==> src/rtl/ct_pkg.sv <==
package ct_pkg;
  localparam int ADDR_W = 4;
  localparam logic [ADDR_W-1:0] REG_LO    = 4'h5;  // lower byte; higher bytes sit below
  localparam logic [ADDR_W-1:0] CMD_START = 4'hE;
  localparam logic [ADDR_W-1:0] CMD_STOP  = 4'hF;

  typedef enum logic {
    MODE_COUNT = 1'b0,
    MODE_TIMER = 1'b1
  } ct_mode_e;
endpackage

==> src/rtl/ct_regs.sv <==
module ct_regs
  import ct_pkg::*;
#(
  parameter int CW = 16,
  parameter int DW = 8
) (
  input  logic              clk,
  input  logic              rst,
  input  logic              rd_en_i,
  input  logic              wr_en_i,
  input  logic [ADDR_W-1:0] addr_i,
  input  logic [DW-1:0]     wdata_i,
  input  logic [CW-1:0]     count_i,
  output logic [CW-1:0]     preload_o,
  output logic [DW-1:0]     rdata_o,
  output logic              start_o,
  output logic              stop_o
);
  localparam int NB = CW / DW;

  logic [NB-1:0] rd_hit;
  logic [DW-1:0] rd_mux;

  assign start_o = rd_en_i && (addr_i == CMD_START);
  assign stop_o  = rd_en_i && (addr_i == CMD_STOP);

  for (genvar i = 0; i < NB; i++) begin : g_byte
    localparam logic [ADDR_W-1:0] BADDR = REG_LO - ADDR_W'(i);
    logic [DW-1:0] byte_q;

    always_ff @(posedge clk) begin
      if (rst) byte_q <= '0;
      else if (wr_en_i && addr_i == BADDR) byte_q <= wdata_i;
    end

    assign preload_o[i*DW +: DW] = byte_q;
    assign rd_hit[i] = rd_en_i && (addr_i == BADDR);
  end

  always_comb begin
    rd_mux = '0;
    for (int i = 0; i < NB; i++) begin
      if (rd_hit[i]) rd_mux = rd_mux | count_i[i*DW +: DW];
    end
  end

  always_ff @(posedge clk) begin
    if (rst) rdata_o <= '0;
    else     rdata_o <= rd_mux;
  end

  AST_RD_ZERO: assert property (@(posedge clk) disable iff (rst)
    (rd_hit == '0) |=> (rdata_o == '0));
endmodule

==> src/rtl/ct_core.sv <==
module ct_core
  import ct_pkg::*;
#(
  parameter int CW = 16
) (
  input  logic          clk,
  input  logic          rst,
  input  logic          mode_i,
  input  logic          start_i,
  input  logic          stop_i,
  input  logic [CW-1:0] preload_i,
  output logic [CW-1:0] count_o,
  output logic          ready_o,
  output logic          wave_o
);
  localparam logic [CW-1:0] ONE = CW'(1);

  ct_mode_e      mode;
  logic [CW-1:0] cnt_q;
  logic [CW-1:0] dec;
  logic          run_q;
  logic          rdy_q;
  logic          out_q;
  logic          adv;

  assign mode = ct_mode_e'(mode_i);
  assign dec  = cnt_q - ONE;
  // a stop halts the count only in counter mode
  assign adv  = run_q && !(stop_i && mode == MODE_COUNT);

  always_ff @(posedge clk) begin
    if (rst) begin
      cnt_q <= '1;
      run_q <= 1'b0;
      rdy_q <= 1'b0;
      out_q <= 1'b1;
    end else if (start_i) begin
      cnt_q <= preload_i;
      run_q <= 1'b1;
      rdy_q <= 1'b0;
      out_q <= 1'b1;
    end else begin
      if (adv) begin
        if (mode == MODE_TIMER) begin
          if (dec == '0) begin
            cnt_q <= preload_i;         // next half-period uses the live preload
            out_q <= ~out_q;
            if (!out_q) rdy_q <= 1'b1;  // low-to-high ends a full cycle
          end else begin
            cnt_q <= dec;
          end
        end else begin
          cnt_q <= dec;
          if (dec == '0) begin
            rdy_q <= 1'b1;
            out_q <= 1'b0;
          end
        end
      end
      if (stop_i) begin
        rdy_q <= 1'b0;
        if (mode == MODE_COUNT) begin
          run_q <= 1'b0;
          out_q <= 1'b1;
        end
      end
    end
  end

  assign count_o = cnt_q;
  assign ready_o = rdy_q;
  assign wave_o  = out_q;

  AST_START_LOAD: assert property (@(posedge clk) disable iff (rst)
    start_i |=> (cnt_q == $past(preload_i) && out_q && !rdy_q));
  AST_CNT_DEC: assert property (@(posedge clk) disable iff (rst)
    (run_q && mode == MODE_COUNT && !start_i && !stop_i) |=> (cnt_q == $past(cnt_q) - ONE));
  AST_TMR_RELOAD: assert property (@(posedge clk) disable iff (rst)
    (run_q && mode == MODE_TIMER && !start_i && cnt_q == ONE) |=> (cnt_q == $past(preload_i)));
  AST_IDLE_HOLD: assert property (@(posedge clk) disable iff (rst)
    (!run_q && !start_i) |=> $stable(cnt_q));
  AST_STOP_CLR: assert property (@(posedge clk) disable iff (rst)
    (stop_i && !start_i) |=> !rdy_q);
endmodule

==> src/rtl/cnt_tmr.sv <==
module cnt_tmr
  import ct_pkg::*;
#(
  parameter int CW = 16,
  parameter int DW = 8
) (
  input  logic              clk,
  input  logic              rst,
  input  logic              mode_i,
  input  logic              rd_en_i,
  input  logic              wr_en_i,
  input  logic [ADDR_W-1:0] addr_i,
  input  logic [DW-1:0]     wdata_i,
  output logic [DW-1:0]     rdata_o,
  output logic              ready_o,
  output logic              wave_o
);
  logic [CW-1:0] preload;
  logic [CW-1:0] count;
  logic          start;
  logic          stop;

  ct_regs #(.CW(CW), .DW(DW)) u_regs (
    .clk       (clk),
    .rst       (rst),
    .rd_en_i   (rd_en_i),
    .wr_en_i   (wr_en_i),
    .addr_i    (addr_i),
    .wdata_i   (wdata_i),
    .count_i   (count),
    .preload_o (preload),
    .rdata_o   (rdata_o),
    .start_o   (start),
    .stop_o    (stop)
  );

  ct_core #(.CW(CW)) u_core (
    .clk       (clk),
    .rst       (rst),
    .mode_i    (mode_i),
    .start_i   (start),
    .stop_i    (stop),
    .preload_i (preload),
    .count_o   (count),
    .ready_o   (ready_o),
    .wave_o    (wave_o)
  );
endmodule

==> config.mk <==
export PLATFORM = sky130hd
export DESIGN_NAME = cnt_tmr
export DESIGN_NICKNAME = d
export VERILOG_FILES = /design/src/rtl/ct_pkg.sv /design/src/rtl/ct_regs.sv /design/src/rtl/ct_core.sv /design/src/rtl/cnt_tmr.sv
export SDC_FILE = /design/constraint.sdc
export NUM_CORES = 1
export LEC_CHECK = 0
export BUFFER_PORTS_ARGS = -buffer_cell sky130_fd_sc_hd__buf_2
export CORE_ASPECT_RATIO = 0.9
export CORE_MARGIN = 3
export CORE_UTILIZATION = 58
export CTS_BUF_LIST = sky130_fd_sc_hd__clkbuf_16
export CTS_CLUSTER_SIZE = 40
export DETAILED_ROUTE_END_ITERATION = 16
export PLACE_DENSITY = 0.79
export SLEW_MARGIN = 25
export SYNTH_ARGS = -nofsm -noshare
export SYNTH_HDL_FRONTEND = slang
export SYNTH_SLANG_ARGS = --single-unit
==> constraint.sdc <==
create_clock -name clk -period 3.32 [get_ports clk]
set_clock_uncertainty 0.1 [all_clocks]
set_input_delay 0.664 -clock clk [delete_from_list [all_inputs] [get_ports clk]]
set_output_delay 0.664 -clock clk [all_outputs]
set_load 0.05 [all_outputs]
After elaboration in Yosys (flattened, before gate mapping)
Cells that the tools add are included.
{ "classes": {"n_addsub": 1, "n_eq_ne": 6, "muxes": 19, "bitwise": 3, "n_reduce_logical": 16} }
{ "op_table": {"columns": ["cell", "count"], "rows": [
  ["$mux 16", 4],
  ["$logic_not 16->1", 1],
  ["$mux 8", 2],
  ["$sub 16x1->16 const B", 1],
  ["$mux 1", 13],
  ["$eq 4x3->1 const B", 2],
  ["$eq 4x4->1 const B", 2],
  ["$logic_and 1x1->1", 8],
  ["$or 8x8->8", 1],
  ["$reduce_bool 2->1", 2],
  ["$reduce_and 3->1", 1],
  ["$reduce_or 3->1", 1],
  ["$ne 2x1->1 const B", 1],
  ["$ne 2x2->1 const B", 1],
  ["$not 1->1", 2],
  ["$reduce_and 2->1", 1],
  ["$reduce_or 2->1", 1],
  ["$logic_not 1->1", 1]
]} }
{ "totals": {"register_bits": 43, "inputBits": 17, "output_inout_bits": 10, "elab_cells": 52} }

Longest topological paths before layout
{ "logic_depth": {"ltp_word": 8, "mapped_depth": 13, "depth_no_buf": 12} }

Cells and area by module
Synthesis repeated with hierarchy kept, for this count alone.
{ "hier_totals": {"cells_unflattened": 273, "area_unflattened_um2": 2487.4} }
{ "modules_own_cells": {"columns": ["module", "instances", "cells_each", "area_per_inst_um2", "seq_area_each_um2"], "rows": [
  ["ct_core", 1, 181, 1471.4, 380.4],
  ["ct_regs", 1, 92, 1016.0, 480.5]
]} }

Worst setup path before layout
Ideal clock, no wire load.
{ "synth_timing": {"kind": "register -> register", "start": "register u_core.cnt_q[0], in the netlist u_core.count_o[0]", "end": "register u_core.out_q, in the netlist u_core.wave_o", "setup_time_ns": 0.127, "arrival_ns": 2.588, "required_ns": 3.093, "path_slack_ns": 0.505, "stages_incl_launch_ff": 14, "n_path_buf": 1, "period_less_slack_ns": 2.815, "path_cell_list": "dfxtp_1 -> inv_1 -> ha_1 -> clkbuf_2 -> o21bai_1 -> a311o_2 -> o311a_1 -> nor3_4 -> nand2_1 -> ha_1 -> inv_1 -> mux2i_1 -> a21oi_1 -> or3_1"} }
{ "synth_between": {"elab_chain_cells": 7, "elab_cells_between_ends": 8, "classes_between": "add/sub: 1; mux: 6; reduce/logical: 1"} }
{ "synth_lines": {"columns": ["element", "line", "source"], "rows": [
  ["from (decl)", "ct_core.sv:19", "logic [CW-1:0] cnt_q;"],
  ["from (signal assigned)", "ct_core.sv:38", "cnt_q <= preload_i;"],
  ["from (signal assigned)", "ct_core.sv:46", "cnt_q <= preload_i;"],
  ["$sub 16x1->16 (*)", "ct_core.sv:27", "assign dec = cnt_q - ONE;"],
  ["$logic_not 16->1 (*)", "ct_core.sv:45, ct_core.sv:54", null],
  ["$mux 1 (on tied branches)", "ct_core.sv:54, ct_core.sv:45", null],
  ["$mux 1 (*)", "ct_core.sv:44", "if (mode == MODE_TIMER) begin"],
  ["$mux 1 (*)", "ct_core.sv:43", "if (adv) begin"],
  ["$mux 1", "ct_core.sv:62", "if (mode == MODE_COUNT) begin"],
  ["$mux 1 (*)", "ct_core.sv:60", "if (stop_i) begin"],
  ["to (signal assigned)", "ct_core.sv:47", "out_q <= ~out_q;"],
  ["to (decl)", "ct_core.sv:23", "logic out_q;"]
]} }
Every way passes the cells marked *; elsewhere a longest branch is shown, timed or not.
A chain may end at the register's enable or synchronous reset.

Worst setup path after layout
Ends and elaborated chain as after synthesis.

==> summary.txt <==
Status
  • Status: finished clean

Worst setup path
  • Critical path, cell by cell: inv_1 > ha_1 > o21bai_1 > a311o_2 > o311a_1 > nor3_4 > nand2_1 > ha_1 > inv_1 > mux2i_1 > a21oi_1 > or3_1
  • Setup slack, reg-to-reg: 0.22 ns
  • Startpoint Class: register
  • CP max-delay cell: dfxtp_1
  • CP Capture Type: register
  • Crit-path max cell delay: 0.45 ns
  • WS Path Type: reg2reg
  • Crit Path Max Fanout: 7
  • Worst EP arrival: 3.16 ns
  • Req. time, crit path: 3.38 ns

STA
  • Endpoints failing setup: 0
  • Final TNS setup: 0 ns
  • Relative slew slack: 47.6%
  • Max Clk Rate: 323 MHz
  • RSZ-0062 raised after global routing: false
  • Final Hold Violating Endpoints: 0
  • Final Slew Violations: 0
  • Clock period minus worst slack: 3.10 ns
  • Final Cycle Share: 93.3%
  • Slew @ Worst Pin: 0.786 ns

Clock network
  • Clk pin slew, worst setup/hold paths: 0.06 ns
  • Post-CTS Resized: 0
  • CTS tree: done
  • H-tree lvl count: 2
  • CTS Root Buffer Type: clkbuf_16
  • Inserted Clock Buffers: 5
  • Hold buffers post-CTS: 0
  • CTS sink count: 43
  • Post-CTS Setup Inserts: 0
  • Clk_lat worst skew: 0.28 ns
  • Longest Clk Path Bufs: 2

Routing
  • Routed WL: 5630 µm
  • Initial DRC Count: 181
  • Antenna Violating Nets Remaining: 0
  • Drt drc: 0
  • Via Count: 2078
  • Pre-antenna DRT Iters: 4
  • Wire per inst: 17.2 µm
  • Vias per cell: 6.34

Placed design
  • Port bufs: 26
  • Routability cong.: 0.948
  • HPWL Detailed: 3910 µm

Synthesis
  • Post-synth EDFFs: 0
  • Syn Inst Count: 263
  • Register area share after synthesis: 37.0%
  • Post-Syn Nets: 283
  • Unique masters post-synth: 61
  • Post-synth ARST share: 0%
  • Mapped cell area: 2330 µm²
  • Syn avg cell area: 8.85 µm²
  • Synthesized flop and latch total: 43
  • Yosys warning total: 0
  • Most used DFF post-synth: dfxtp_1

Floorplan
  • Die width: 72.8 µm
  • Site Rows: 21
  • Io pins: 27
  • Core area: 3780 µm²
  • Starting Density: 61.5%
  • Die Y: 66.1 µm
  • DIE AREA: 4810 µm²

Power
  • Power Dens Cells: 422 nW/µm²
  • Final Total Pwr: 1.07 mW
  • Leak: 1.04 nW
  • Peak supply drop: 368 µV

Finish
  • Area grow syn2layout: 8.97%
  • # fillers: 341
  • NumNets Final: 302
  • Final Util: 67.1%
  • Layout cells sized above 1: 18.1%
  • Number of diodes: 0
  • Most frequent cells in the layout: nor2_1, dfxtp_1, buf_2, mux2i_1, nand2_1

Global route
  • First-pass GRT wire length: 9120 µm
  • Overall Global Routing Usage: 24.8%
  • Initial antenna violation count: 0
  • Vias in the first global route: 1862
  • GRT Residual Overflow: 0
  • Largest net degree at the start of global routing: 45

Job
  • Count of maximum capacitance violations: 0

Min path
  • Hold Crit Class: reg2reg
[layer usage]
layer	GRT usage, %	routed length (µm)
met4	10.1	121
met5	0	0
met2	37.8	2520
met3	5.32	398
met1	33.8	2590
[metrics by stage]
step	worst slack [ns]	hold WS [ns]	area (µm²)	cells
after detailed placement	0.285	0.340	2400	321
after floorplan	0.505	0.326	2330	263
after CTS	0.236	0.359	2540	328
after global placement	0.433	0.340	2400	321
final	0.222	0.357	2540	328
after global routing	0.0318	0.387	2540	328
[cell type report]
class / instances / area [µm²] / share of cell area [%]
clock buffers: 5 / 125 / 4.93
clock inverters: 2 / 13.8 / 0.542
inverters: 8 / 30.0 / 1.18
multi-input cells: 195 / 1300 / 51.1
flip-flops and latches: 43 / 861 / 33.9
well taps: 46 / 57.6 / 2.27
repair buffers: 29 / 153 / 6.02
[sequential cells by signal (all words and copies together) (netlist names)]
| name | flops |
|---|---|
| u_core.count_o | 16 |
| u_core.ready_o | 1 |
| u_core.run_q | 1 |
| u_core.wave_o | 1 |
| u_regs.g_byte.byte_q | 16 |
| u_regs.rdata_o | 8 |
[logic make-up after synthesis]
group                      count (synthesis)  synth area share, %
and+or+nand+nor                          105                 23.7
AOI/OAI and AO/OA                         64                 20.8
DFF                                       43                 37.0
buffers and inverters                     25                 7.31
muxes                                     17                 7.31
xor gates and xnor gates                   6                 2.26
adders and majority gates                  3                 1.61
[critical path, delay by kind of cell (launching register included)]
kind	cells	cell delay (ns)
compound gates	4	0.79
simple gates	3	0.76
fa+ha+maj	2	0.60
flops	1	0.45
buf+inv	2	0.15
mux	1	0.13
[power by group]
group | total, mW | switching (mW) | internal, mW | leakage, nW
sequential | 0.534 | 0.00963 | 0.524 | 0.348
clock | 0.467 | 0.193 | 0.274 | 0.0696
combinational | 0.0705 | 0.0436 | 0.0268 | 0.622
[Yosys cell counts (2+ instances only)]
cell      count  area share, %
o31ai_1       2           0.64
o21ai_0       4           0.86
a22oi_1       9            2.9
nor2_1       43            6.9
buf_6         4            1.9
clkbuf_1      6           0.97
dfxtp_1      43             37
xnor2_1       3            1.1
a311o_1       2           0.86
a21o_1        5            1.6
nor3_1        7            1.5
nand2_1      16            2.6
o211ai_1      2           0.64
or3_2         2           0.64
a21oi_1      14            3.0
o311a_1       2           0.86
a31o_2        2           0.75
ha_1          3            1.6
a221o_1       3            1.3
a2111o_1      2           0.97
mux2i_1      17            7.3
or4_1         2           0.64
or3_1         3           0.81
nand4_1       5            1.3
clkbuf_8      2            1.2
xor2_1        3            1.1
nor4_1        5            1.3
and3_1        2           0.54
o21a_1        2           0.64
buf_4         2           0.64
a211o_1       4            1.5
inv_1         8            1.3
nand3_1       6            1.3
[worst paths after layout]
path | start | end | depth (start not counted)
min reg2reg | u_regs.g_byte[0].byte_q[4] | u_core.count_o[4] | 1
min | u_regs.g_byte[0].byte_q[4] | u_core.count_o[4] | 1
max reg2reg | u_core.count_o[0] | u_core.wave_o | 12
max | u_core.count_o[0] | u_core.wave_o | 12
Power figures use the tool's default switching activity.
